===== src/rtl/uart_dirtx_pkg.sv =====
package uart_dirtx_pkg;
  typedef enum logic {
    TX_IDLE = 1'b0,
    TX_SEND = 1'b1
  } tx_state_e;
endpackage


===== src/rtl/uart_dirtx_fifo.sv =====
module uart_dirtx_fifo #(
  parameter int DEPTH = 16,
  parameter int W     = 8
) (
  input  logic         clk,
  input  logic         rst_n,
  input  logic         push,
  input  logic [W-1:0] push_data,
  input  logic         pop,
  output logic [W-1:0] pop_data,
  output logic         empty,
  output logic         full
);
  localparam int AW = (DEPTH > 1) ? $clog2(DEPTH) : 1;
  localparam int CW = $clog2(DEPTH + 1);

  logic [W-1:0]  mem [DEPTH];
  logic [AW-1:0] wp, rp;
  logic [CW-1:0] cnt;

  function automatic logic [AW-1:0] step(input logic [AW-1:0] p);
    return (p == AW'(DEPTH - 1)) ? '0 : p + 1'b1;
  endfunction

  always_ff @(posedge clk) begin
    if (push) mem[wp] <= push_data;
  end

  always_ff @(posedge clk or negedge rst_n) begin
    if (!rst_n) begin
      wp  <= '0;
      rp  <= '0;
      cnt <= '0;
    end else begin
      if (push) wp <= step(wp);
      if (pop)  rp <= step(rp);
      case ({push, pop})
        2'b10:   cnt <= cnt + 1'b1;
        2'b01:   cnt <= cnt - 1'b1;
        default: ;
      endcase
    end
  end

  assign pop_data = mem[rp];
  assign empty    = (cnt == '0);
  assign full     = (cnt == CW'(DEPTH));

  // occupancy never exceeds the depth
  p_count_bound_r4: assert property (@(posedge clk) disable iff (!rst_n)
    cnt <= CW'(DEPTH));
  // the write side never pushes into a full queue
  p_push_room_r4: assert property (@(posedge clk) disable iff (!rst_n)
    push |-> !full);
  // the frame engine never takes from an empty queue
  p_pop_nonempty_r3: assert property (@(posedge clk) disable iff (!rst_n)
    pop |-> !empty);
endmodule


===== src/rtl/uart_dirtx_shifter.sv =====
module uart_dirtx_shifter
  import uart_dirtx_pkg::*;
#(
  parameter int OSR = 16,
  parameter int W   = 8
) (
  input  logic         clk,
  input  logic         rst_n,
  input  logic         tick,
  input  logic         have_data,
  input  logic [W-1:0] data,
  output logic         take,
  output logic         busy,
  output logic         stop_done,
  output logic         txd
);
  localparam int FB  = W + 2;
  localparam int TCW = $clog2(OSR);
  localparam int BCW = $clog2(FB);

  tx_state_e      state;
  logic [FB-1:0]  sh;
  logic [TCW-1:0] tcnt;
  logic [BCW-1:0] bcnt;
  logic           bit_end;

  assign take      = (state == TX_IDLE) && have_data;
  assign busy      = (state == TX_SEND);
  assign bit_end   = busy && tick && (tcnt == TCW'(OSR - 1));
  assign stop_done = bit_end && (bcnt == BCW'(FB - 1));
  assign txd       = busy ? sh[0] : 1'b1;

  always_ff @(posedge clk or negedge rst_n) begin
    if (!rst_n) begin
      state <= TX_IDLE;
      sh    <= '1;
      tcnt  <= '0;
      bcnt  <= '0;
    end else if (state == TX_IDLE) begin
      if (have_data) begin
        sh    <= {1'b1, data, 1'b0};
        tcnt  <= '0;
        bcnt  <= '0;
        state <= TX_SEND;
      end
    end else if (tick) begin
      if (bit_end) begin
        tcnt <= '0;
        if (stop_done) begin
          state <= TX_IDLE;
        end else begin
          sh   <= {1'b1, sh[FB-1:1]};
          bcnt <= bcnt + 1'b1;
        end
      end else begin
        tcnt <= tcnt + 1'b1;
      end
    end
  end

  // a frame opens with a low start bit
  p_start_low_r2: assert property (@(posedge clk) disable iff (!rst_n)
    $rose(busy) |-> !txd);
  // the last bit of a frame is a high stop bit
  p_stop_high_r2: assert property (@(posedge clk) disable iff (!rst_n)
    stop_done |-> txd);
endmodule


===== src/rtl/uart_dirtx_dirctl.sv =====
module uart_dirtx_dirctl #(
  parameter int OSR = 16
) (
  input  logic clk,
  input  logic rst_n,
  input  logic tick,
  input  logic auto_dir,
  input  logic accept,
  input  logic stop_done,
  input  logic fifo_empty,
  input  logic busy,
  input  logic int_ack,
  output logic dir_out,
  output logic tx_irq
);
  localparam int DCW = $clog2(OSR + 1);

  logic           dir_q;
  logic           dly_on;
  logic [DCW-1:0] dcnt;
  logic           qual, qual_q, qual_rise;

  // direction delay runs in both modes; only the output is gated by the mode
  always_ff @(posedge clk or negedge rst_n) begin
    if (!rst_n) begin
      dir_q  <= 1'b1;
      dly_on <= 1'b0;
      dcnt   <= '0;
    end else if (accept) begin
      dir_q  <= 1'b0;
      dly_on <= 1'b0;
    end else if (stop_done && fifo_empty) begin
      dly_on <= 1'b1;
      dcnt   <= DCW'(OSR);
    end else if (dly_on && tick) begin
      if (dcnt == DCW'(1)) begin
        dly_on <= 1'b0;
        dir_q  <= 1'b1;
      end else begin
        dcnt <= dcnt - 1'b1;
      end
    end
  end

  assign dir_out   = auto_dir & dir_q;
  assign qual      = fifo_empty && (!auto_dir || !busy);
  assign qual_rise = qual && !qual_q;

  always_ff @(posedge clk or negedge rst_n) begin
    if (!rst_n) begin
      qual_q <= 1'b1;
      tx_irq <= 1'b0;
    end else begin
      qual_q <= qual;
      if (accept)         tx_irq <= 1'b0;
      else if (qual_rise) tx_irq <= 1'b1;
      else if (int_ack)   tx_irq <= 1'b0;
    end
  end

  // in automatic mode the pin stays low while a frame is on the line
  p_dir_low_in_frame_r9: assert property (@(posedge clk) disable iff (!rst_n)
    (auto_dir && busy) |-> !dir_out);
  // the direction edge only ever comes on a baud tick
  p_dir_rise_on_tick_r8: assert property (@(posedge clk) disable iff (!rst_n)
    $rose(dir_q) |-> $past(tick));
  // in automatic mode the interrupt never rises while the shifter works
  p_auto_irq_idle_r6: assert property (@(posedge clk) disable iff (!rst_n)
    ($rose(tx_irq) && $past(auto_dir)) |-> (!$past(busy) && $past(fifo_empty)));
endmodule


===== src/rtl/uart_dirtx.sv =====
module uart_dirtx #(
  parameter int DEPTH = 16,
  parameter int OSR   = 16,
  parameter int W     = 8
) (
  input  logic         clk,
  input  logic         rst_n,
  input  logic         wr_valid,
  input  logic [W-1:0] wr_data,
  output logic         wr_ready,
  input  logic         tick16,
  input  logic         auto_dir,
  input  logic         int_ack,
  output logic         txd,
  output logic         dir_out,
  output logic         tx_irq,
  output logic         ovf_flag
);
  logic         accept, full, empty, take, busy, stop_done;
  logic [W-1:0] head;

  assign wr_ready = !full;
  assign accept   = wr_valid && wr_ready;

  uart_dirtx_fifo #(.DEPTH(DEPTH), .W(W)) u_fifo (
    .clk       (clk),
    .rst_n     (rst_n),
    .push      (accept),
    .push_data (wr_data),
    .pop       (take),
    .pop_data  (head),
    .empty     (empty),
    .full      (full)
  );

  uart_dirtx_shifter #(.OSR(OSR), .W(W)) u_shift (
    .clk       (clk),
    .rst_n     (rst_n),
    .tick      (tick16),
    .have_data (!empty),
    .data      (head),
    .take      (take),
    .busy      (busy),
    .stop_done (stop_done),
    .txd       (txd)
  );

  uart_dirtx_dirctl #(.OSR(OSR)) u_dir (
    .clk        (clk),
    .rst_n      (rst_n),
    .tick       (tick16),
    .auto_dir   (auto_dir),
    .accept     (accept),
    .stop_done  (stop_done),
    .fifo_empty (empty),
    .busy       (busy),
    .int_ack    (int_ack),
    .dir_out    (dir_out),
    .tx_irq     (tx_irq)
  );

  always_ff @(posedge clk or negedge rst_n) begin
    if (!rst_n)                      ovf_flag <= 1'b0;
    else if (wr_valid && !wr_ready)  ovf_flag <= 1'b1;
  end

  // a refused write always leaves the overflow flag set
  p_drop_sets_ovf_r4: assert property (@(posedge clk) disable iff (!rst_n)
    (wr_valid && !wr_ready) |=> ovf_flag);
  // the overflow flag is sticky
  p_ovf_sticky_r4: assert property (@(posedge clk) disable iff (!rst_n)
    ovf_flag |=> ovf_flag);
  // an accepted write clears the interrupt
  p_write_clears_irq_r7: assert property (@(posedge clk) disable iff (!rst_n)
    accept |=> !tx_irq);
  // an accepted write pulls the direction pin low
  p_write_drops_dir_r10: assert property (@(posedge clk) disable iff (!rst_n)
    accept |=> !dir_out);
endmodule


===== config.mk =====
export PLATFORM = sky130hd
export DESIGN_NAME = uart_dirtx
export DESIGN_NICKNAME = d
export VERILOG_FILES = /design/src/rtl/uart_dirtx_pkg.sv /design/src/rtl/uart_dirtx_fifo.sv /design/src/rtl/uart_dirtx_shifter.sv /design/src/rtl/uart_dirtx_dirctl.sv /design/src/rtl/uart_dirtx.sv
export SDC_FILE = /design/constraint.sdc
export NUM_CORES = 1
export LEC_CHECK = 0
export BUFFER_PORTS_ARGS = -buffer_cell sky130_fd_sc_hd__buf_2
export CAP_MARGIN = 20
export CORE_ASPECT_RATIO = 1.75
export CORE_MARGIN = 2
export CORE_UTILIZATION = 30
export DETAILED_ROUTE_END_ITERATION = 10
export PLACE_DENSITY = 0.51
export SYNTH_ARGS = -nofsm -noshare
export SYNTH_HDL_FRONTEND = slang
export SYNTH_HIERARCHICAL = 1
export SYNTH_SLANG_ARGS = --single-unit

===== constraint.sdc =====
create_clock -name clk -period 3.1 [get_ports clk]
set_input_delay 0.31 -clock clk [delete_from_list [all_inputs] [get_ports clk]]
set_output_delay 0.31 -clock clk [all_outputs]
set_load 0.01 [all_outputs]

# Word-level counts from Yosys, hierarchy flattened
# Memory sizes are Yosys's and may differ from the RTL's.
# Cells that the tools add are included.
totals:
  mem_count: 1
  in_bits: 14
  regBits: 42
  rom_bits: 0
  latch_bits: 0
  ram_bits: 128
  output_inout_bits: 5
classes:
  n_eq_ne: 14
  magnitude_cmp: 0
  muxes: 38
  multipliers: 0
  shifts: 0
  n_div: 0
  n_bitwise: 3
  reduce_logical: 29
  add_sub_neg: 7
memory_table:
  columns: ["memory", "depth", "width", "read_ports", "rd_ports_with_merged_regs", "wr", "line_no", "source"]
  rows:
  - ["u_fifo.mem", 16, 8, 1, 0, 1, "uart_dirtx_fifo.sv:17", "logic [W-1:0] mem [DEPTH];"]
ops:
  columns: ["cell", "count"]
  rows:
  - ["two-way mux 10 bit", 5]
  - ["two-way mux 4 bit", 10]
  - ["two-way mux 1 bit", 19]
  - ["adder 4 x 1 -> 4 bit (second input constant)", 4]
  - ["equality test 4 bit (second input constant)", 4]
  - ["two-way mux 5 bit", 3]
  - ["logical AND 1 bit", 10]
  - ["one-hot mux 5 bit (2 select lines)", 1]
  - ["subtractor 5 x 1 -> 5 bit (second input constant)", 2]
  - ["nonzero test 3 bit", 3]
  - ["!= test 2 bit (second input constant)", 4]
  - ["nonzero test 2 bit", 4]
  - ["AND reduction 3 bit", 2]
  - ["adder 5 x 1 -> 5 bit (second input constant)", 1]
  - ["equality test 5 x 1 -> 1 bit (second input constant)", 1]
  - ["equality test 5 bit (second input constant)", 1]
  - ["zero test 1 bit", 5]
  - ["zero test 5 bit", 1]
  - ["!= test 2 x 1 -> 1 bit (second input constant)", 2]
  - ["AND reduction 2 bit", 2]
  - ["AND reduction 4 bit", 1]
  - ["equality test 2 x 1 -> 1 bit (second input constant)", 1]
  - ["equality test 2 bit (second input constant)", 1]
  - ["inverter 1 bit", 2]
  - ["other kinds (2)", 2]

# Longest topological paths before layout
# Gate-level depths: netlist of run 1.
logic_depth:
  depth_word: 7
  depth_mapped: 15
  depth_no_buf: 13

# By module
# Netlist of run 1, hierarchy kept.
modules_own_cells:
  columns: ["module", "seq_area_each_um2", "cells_each", "area_per_inst_um2", "instances"]
  rows:
  - ["uart_dirtx_fifo", 4169.0, 304, 5694.2, 1]
  - ["uart_dirtx_shifter", 461.7, 92, 1001.0, 1]
  - ["uart_dirtx_dirctl", 227.7, 54, 523.0, 1]
  - ["uart_dirtx", 25.0, 5, 46.3, 1]

# Least setup slack after synthesis of run 1
# OpenSTA, ideal clock, no wires.
synth_path:
  path_kind: "register to register"
  from: "register u_fifo.cnt[2]"
  to: "register u_fifo.cnt[4]"
  t_required_ns: 2.965
  path_buffers: 3
  slack_ns: 0.252
  path_stages_with_launch: 15
  setup_ns: 0.135
  t_arrival_ns: 2.713
  path_cell_list: "dfrtp_1 clkbuf_1 nor2_1 and3_1 nor2b_1 clkbuf_1 inv_1 ha_1 clkbuf_1 xor2_1 ha_1 or2_2 a31oi_1 o31ai_1 xor2_1"
synth_via:
  elab_chain_len: 5
  elab_cells_between_ends: 12
  cone_classes: "add/sub (2); eq/ne (3); mux (1); reduce/logical (6)"
synth_lines:
  columns: ["item", "line_no", "source"]
  rows:
  - ["start, declared", "uart_dirtx_fifo.sv:19", "logic [CW-1:0] cnt;"]
  - ["start signal, assigned", "uart_dirtx_fifo.sv:38", "2'b10: cnt <= cnt + 1'b1;"]
  - ["start signal, assigned", "uart_dirtx_fifo.sv:39", "2'b01: cnt <= cnt - 1'b1;"]
  - ["equality test 5 bit (*)", "uart_dirtx_fifo.sv:47", "assign full = (cnt == CW'(DEPTH));"]
  - ["net full", "uart_dirtx.sv:19", "logic accept, full, empty, take, busy, stop_done;"]
  - ["zero test 1 bit (*)", "uart_dirtx.sv:22", "assign wr_ready = !full;"]
  - ["logical AND 1 bit (*)", "uart_dirtx.sv:23", "assign accept = wr_valid && wr_ready;"]
  - ["net accept", "uart_dirtx.sv:19", null]
  - ["equality test 2 x 1 -> 1 bit or equality test 2 bit (tied branches)", "uart_dirtx_fifo.sv:37", "case ({push, pop})"]
  - ["one-hot mux 5 bit (2 select lines) or nonzero test 2 bit (tied branches)", null, null]
# Mark *: on every way through the listed nets, which the timed path passes. The rest lies on a longest branch.
# A chain may end at the register's enable or synchronous reset.

# Final worst setup path of run 1
layout_path:
  from: "register u_fifo.cnt[2]"
  to: "register u_fifo.cnt[4]"
layout_via:
  elab_chain_len: 5
  elab_cells_between_ends: 12
  cone_classes: "add/sub (2); eq/ne (3); mux (1); reduce/logical (6)"
layout_lines:
  columns: ["item", "line_no", "source"]
  rows:
  - ["zero test 5 bit (*)", "uart_dirtx_fifo.sv:46", "assign empty = (cnt == '0);"]
  - ["net empty", "uart_dirtx.sv:19", null]
  - ["zero test 1 bit (*)", "uart_dirtx.sv:40", ".have_data (!empty),"]
  - ["logical AND 1 bit (*)", "uart_dirtx_shifter.sv:27", "assign take = (state == TX_IDLE) && have_data;"]
  - ["net take", "uart_dirtx.sv:19", null]
  - ["equality test 2 x 1 -> 1 bit or equality test 2 bit (tied branches)", "uart_dirtx_fifo.sv:37", null]
  - ["one-hot mux 5 bit (2 select lines) or nonzero test 2 bit (tied branches)", null, null]
# Marks and branches as above.

==> results of run 1 <==
path summary, 6_finish.rpt:
path / from / to / slack [ns] / depth (start not counted)
max in group asynchronous: rst_n / u_fifo/rp[0] / 2.40 / 1
max: u_fifo/cnt[2] / u_fifo/cnt[4] / 0.22 / 13
max reg2reg: u_fifo/cnt[2] / u_fifo/cnt[4] / 0.22 / 13
min in group clk: auto_dir / u_dir/qual_q / 0.08 / 2
min: rst_n / u_dir/dcnt[4] / 0.02 / 1
min reg2reg: ovf_flag / ovf_flag / 0.45 / 1
state kept, by name, indices dropped and copies added, names as in the netlist:
name and count:
u_dir/dcnt 5, u_fifo/mem 128, u_dir/dly_on 1, u_fifo/wp 4, u_shift/tcnt 4, u_dir/tx_irq 1
u_dir/qual_q 1, ovf_flag 1, u_shift/busy 1, u_fifo/rp 4, u_fifo/cnt 5, u_shift/bcnt 4
u_shift/sh 9, u_dir/dir_q 1
layer usage:
layer,vias up,track usage (%)
li1,1850,-
met1,2005,12.5
met2,53,23.5
met3,18,2.47
met4,0,4.12
met5,-,0
area by class of cell:
type	instances	area, um2	share of cell area, %
multi-input combinational	251	2190	26.2
tap	308	385	4.60
timing repair buffer	41	288	3.44
clock inverter	15	146	1.75
clock buffer	17	425	5.08
sequential	169	4880	58.3
inverter	14	52.6	0.627
power breakdown:
group	internal, mW	switching (mW)
Clock	1.07	0.969
Sequential	2.78	0.235
Combinational	0.522	0.554
Total	4.38	1.76
logic make-up (layout without fill, tap and decap cells):
group	Yosys count	in the layout	share of synthesized area, %
multiplexers	52	52	13.0
AND/OR/NAND/NOR	114	114	8.18
buffers and inverters	35	87	2.57
flip-flops	169	169	67.2
adder cells (fa/ha/maj)	14	14	2.41
XOR/XNOR	10	10	1.21
AO/OA/AOI/OAI	61	61	5.44
worst max-delay path: cells and delay by family, from the launching register on:
family	cells	cell delay (ns)
AND/OR/NAND/NOR	5	0.86
adder cells (fa/ha/maj)	2	0.55
flip-flops	1	0.48
XOR/XNOR	2	0.35
AO/OA/AOI/OAI	2	0.26
buffers and inverters	2	0.25
layout by cell type, fill, tap and decap left out, types with 14 or more instances in the layout:
cell type  Yosys  layout
buf_2          4      18
buf_4          0      21
clkbuf_16      0      17
dfrtp_1       30      29
edfxtp_1     128     128
ha_1          14      14
mux2_2        14      14
mux4_2        31      31
nand2_1       26      26
nand2b_1      14      14
nor2_1        32      32
o22ai_1       17      17
==> metrics.yaml, run 1 <==
hold_viol: 0
n_antenna_cell: 0
fin_ws_ns: 0.224
finish.utilization_pct: 35.0
clk_pin_slew_ns: 0.07
post_dp_cell_area_mm2: 0.00780
grt_usage_pct: 12.1
yosysMostFrequentCell: "edfxtp_1"
critPathLaunchType: "register"
netlist_top_cells_count: "128 x edfxtp_1, 32 x nor2_1, 31 x mux4_2"
area_growth_pct: 15.3
cts-buffers-inserted: 17
fin_tns_setup_ns: 0
finalPower_mw: 6.13
cts_tree: "yes"
crit_required_ns: 3.40
dp.cells: 783
synth_ff_type: "edfxtp_1"
port_buffers: 18
io_pins: 19
detail_route.wirelength.met1_mm: 5.40
vias_per_cell: 4.82
grt_pass1_wl_mm: 23.4
critPathMaxStageDelay_ns: 0.48
instances_no_fill: 815
root_buffer: "clkbuf_16"
pre_cts_ws_ns: 0.255
path_class: "reg2reg"
synth_warnings: 6
peakVddDrop_mv: 0.359
nFillCells: 2321
ys_async_sr_fraction_pct: 24.3
hold_path.class: "in2async"
leakage_nw: 2.93
ys_types: 55
clockBufferDepth: 2
maxCapViolations: 0
coreArea_mm2: 0.0239
fmax_ghz: 0.348
die_area_mm2: 0.0255
synth_top_cell_area_share_pct: 52.9
arrival_ns: 3.18
synth_edf_count: 128
clock_sinks: 169
drv_slew: 0
fp-row-count: 75
tightest_slew_ns: 0.987
status: "finished, final reports clean"
drc: 0
htreeDepth: 4
antenna_found_initial: 0
grt_pass1_vias: 4313
max_slew_margin_pct: 34.2
finClkSkew_ns: 0.0120
syn-num-nets: 483
period_share_pct: 92.8
final.min_clock_period_ns: 2.88
post_cts_buffers: 0
design_area_mm2: 0.00838
top_layer: "met4"
cp-end-kind: "register"
drtPass1Iterations: 4
clock_latency_ns: 0.43
first_iter_violations: 275
setup_violations: 0
nets: 522
met3_length_um: 372
overflow: 0
dr_wl_met2_mm: 8.41
synthesis.area_mm2: 0.00726
wl_per_cell_um: 17.7
cts_resized: 0
syn_avg_cell_area_um2: 16.0
drive_gt1_share_pct: 27.2
critPathSlowestCell: "dfrtp_1"
vias: 3926
hold_buffers: 0
initial_core_util_pct: 30.4
hpwl_mm: 10.3
final_antenna_net_count: 0
die_w_um: 122
routed_wl_mm: 14.4
die_h_um: 210
gp_congestion: 0.734
yosysTopAreaCell: "edfxtp_1"
grt_max_degree: 42
synthCells: 455
worstPathMaxFanout: 11
whs_ns: 0.0250
p_per_area_mw_per_mm2: 732
worstPathCellList: "nor2_1, nand2_1, nor2_1, inv_1, nand2b_1, inv_2, ha_1, xor2_1, ha_1, or2_2, a31oi_1, o31ai_1, xor2_1"
ys_ff_latch: 169
synth.area.top_cells: "edfxtp_1 53%, dfrtp_1 10%, mux4_2 9.6%"
synth.yosys.seq_area_share_pct: 67.2
rsz0062_at_grt: "false"
Note: power is estimated with default switching activity, not from simulation.
==> run 2, diff against run 1 <==
--- a/config.mk
+++ b/config.mk
@@ -9,9 +9,10 @@
 export CAP_MARGIN = 20
 export CORE_ASPECT_RATIO = 1.75
 export CORE_MARGIN = 2
-export CORE_UTILIZATION = 30
+export CORE_UTILIZATION = 50
 export DETAILED_ROUTE_END_ITERATION = 10
-export PLACE_DENSITY = 0.51
+export GPL_TIMING_DRIVEN = 0
+export PLACE_DENSITY = 0.73
 export SYNTH_ARGS = -nofsm -noshare
 export SYNTH_HDL_FRONTEND = slang
 export SYNTH_HIERARCHICAL = 1
==> run 2 against run 1 <==
Effect of this change:
- core utilization up 23 points
- clock-buffer cell count up 3
- critical path depth unchanged
- worst hold slack better by 0.026 ns
- sequential power down 1%
- final area down 1.5%
- flip-flop and latch count unchanged
- first-iteration DRC count down 4.0%
- clock power up 12%
- power up 4.4%
- critical path type unchanged
- non-clock buffer count down 2
- maximum frequency down 0.27%
==> metrics.yaml, run 2 (synthesis results as in run 1) <==
r2r_cells: 13  # unchanged
use_met3_pct: 3.46  # +0.99 points
hold_viol: 0  # unchanged
drc: 0  # unchanged
clock_sinks: 169  # unchanged
top_register: "u_fifo/mem"
grt_pass1_wl_mm: 23.0  # -1.7%
routed_wl_mm: 14.7  # +2.0%
gp_congestion: 0.833  # +14%
p_int_mw: 4.72  # +7.9%
overflow: 0  # unchanged
top_regs: "u_fifo/mem: 128 flops, u_shift/sh: 9 flops"
fmax_ghz: 0.347  # -0.27%
maxCapViolations: 0  # unchanged
mostFrequentLayoutCell: "edfxtp_1"
p_per_area_mw_per_mm2: 776  # +6.0%
htreeDepth: 4  # unchanged
die_w_um: 95.1  # -22%
cts_tree: "yes"
wl_per_cell_um: 21.5  # +21%
switchingPower_mw: 1.68  # -4.2%
r2r_end: "u_fifo/cnt[4]"
period_share_pct: 93.0  # +0.25 points
leakage_nw: 2.93  # about the same
met1_usage_pct: 22.0  # +9.5 points
swShare_pct: 26.3  # -2.4 points
nFillCells: 1060  # -54%
critPathLaunchType: "register"
port_buffers: 18  # unchanged
clockPowerShare_pct: 35.6  # +2.3 points
tightest_slew_ns: 0.973  # -0.0135 ns
worstReg2RegStart: "u_fifo/cnt[2]"
area_growth_pct: 13.6
final.min_clock_period_ns: 2.88  # +0.00787 ns
peakVddDrop_mv: 0.478  # +33%
grt_max_degree: 42  # unchanged
root_buffer: "clkbuf_16"
worstPathMaxFanout: 11  # unchanged
io_pins: 19  # unchanged
grt.busiest_layer: "met2"
grt_pass1_vias: 4262  # -1.2%
first_iter_violations: 264  # -4.0%
final_cell_mix: "128 x edfxtp_1, 31 x nor2_1, 31 x mux4_2"
initial_core_util_pct: 50.8  # +20 points
cp-endpoint: "u_fifo/cnt[4]"
power_frac_comb_pct: 17.8  # +0.3 points
cts-buffers-inserted: 17  # unchanged
r2r_setup_slack_ns: 0.22  # about the same
status: "finished, final reports clean"
drtPass1Iterations: 4  # unchanged
grt_usage_pct: 20.6  # +8.5 points
hold_path.class: "in2async"
final_antenna_net_count: 0  # unchanged
finalPower_mw: 6.40  # +4.4%
arrival_ns: 3.18  # about the same
grtUsageMet2_pct: 38.4  # +15 points
antenna_found_initial: 0  # unchanged
post_cts_buffers: 0  # unchanged
crit_required_ns: 3.39  # about the same
clk_pin_slew_ns: 0.07  # about the same
clock_latency_ns: 0.42  # about the same
clockBufferDepth: 2  # unchanged
hpwl_mm: 10.2  # -1.6%
setup_violations: 0  # unchanged
drive_gt1_share_pct: 25.7  # -1.5 points
largest_reg_flops: 128  # unchanged
vias_per_cell: 5.93  # +23%
die_h_um: 163  # -22%
coreArea_mm2: 0.0143  # -40%
n_antenna_cell: 0  # unchanged
nets: 520  # -0.38%
die_area_mm2: 0.0155  # -39%
cp-end-kind: "register"
drv_slew: 0  # unchanged
path_class: "reg2reg"
fp-row-count: 58  # -23%
max_slew_margin_pct: 35.1  # +0.90 points
vias: 4064  # +3.5%
startpoint: "u_fifo/cnt[2]"
rsz0062_at_grt: "false"
finClkSkew_ns: 0.0136  # +0.00155 ns
p_seq_share_pct: 46.5  # -2.7 points
design_area_mm2: 0.00825  # -1.5%
post_dp_cell_area_mm2: 0.00760  # -2.7%
## run 2: cell count changes in the layout (fill, tap and decap cells not counted), moves of 2 or more
cell and change:
buf_2 +7, buf_1 +2, buf_4 -20, buf_6 +3, bufinv_16 +4, inv_8 -5
clkbuf_8 +3, clkbuf_1 +6
## run 2: area by class of cell
| type | count | area [um2] | area share [%] |
|---|---|---|---|
| buffer | 18 | 124 | 1.50 |
| clock buffer | 20 | 467 | 5.65 |
| inverter | 14 | 52.6 | 0.637 |
| clock inverter | 12 | 184 | 2.23 |
| timing repair buffer | 21 | 108 | 1.30 |
| tap | 180 | 225 | 2.73 |
| multi-input combinational | 251 | 2210 | 26.8 |
| sequential | 169 | 4880 | 59.2 |
## run 2: timing repair
item | 4_1_cts | 5_1_grt
hold endpoints to repair | 0 | 0
endpoints found under the setup margin | 2 | 1
hold buffers | 0 | 0
resized for setup | 4 | 2
## run 2: worst min-delay path by stage
| stage | startpoint | end | slack, ns | depth (start not counted) |
|---|---|---|---|---|
| final | rst_n | u_fifo/cnt[2] | 0.05 | 1 |
| after global routing | rst_n | u_fifo/cnt[3] | 0.11 | 1 |
| after CTS | rst_n | u_fifo/cnt[2] | 0.09 | 1 |
| after detailed placement | ovf_flag | ovf_flag | 0.45 | 1 |
| after global placement | ovf_flag | ovf_flag | 0.44 | 1 |
| after floorplan | rst_n | ovf_flag | 0.01 | 0 |
## run 2: stage by stage
stage | util (%) | setup TNS (ns) | setup WS, ns | hold WS, ns | std cells
3_3_place_gp | 53.0 | -1.77 | -0.202 | 0.436 | 653
4_1_cts | 57.8 | 0 | 0.117 | 0.0855 | 686
6_report | 57.7 | 0 | 0.216 | 0.0507 | 685
5_1_grt | 57.7 | 0 | 0.00751 | 0.114 | 685
2_1_floorplan | - | 0 | 0.252 | 0.0144 | 455
3_5_place_dp | 53.1 | -0.400 | -0.294 | 0.447 | 656
## run 2: metal layers
metal	part of all wire [%]	wire, um
met2	58	8500
met1	36	5340
met4	2.7	391
met5	0	0
met3	3.2	475
## run 2: worst max-delay path: stages (launching register included)
cell and delay [ns]:
dfrtp_1 0.46, nor2_1 0.18, nand2_1 0.10, nor2_4 0.16
inv_1 0.13, nand2b_4 0.12, inv_2 0.12, ha_1 0.32
xor2_1 0.21, ha_1 0.23, or2_2 0.29, a31oi_1 0.18
o31ai_1 0.10, xor2_1 0.15
## run 2: power by group through the flow
stage / Combinational (mW) / Clock [mW] / Sequential, mW
floorplan: 0.858 / 0 / 2.94
global placement: 1.12 / 0 / 2.97
detailed placement: 1.18 / 0 / 2.99
CTS: 1.15 / 2.31 / 2.98
global route: 1.25 / 2.41 / 3.01
finish: 1.14 / 2.28 / 2.98
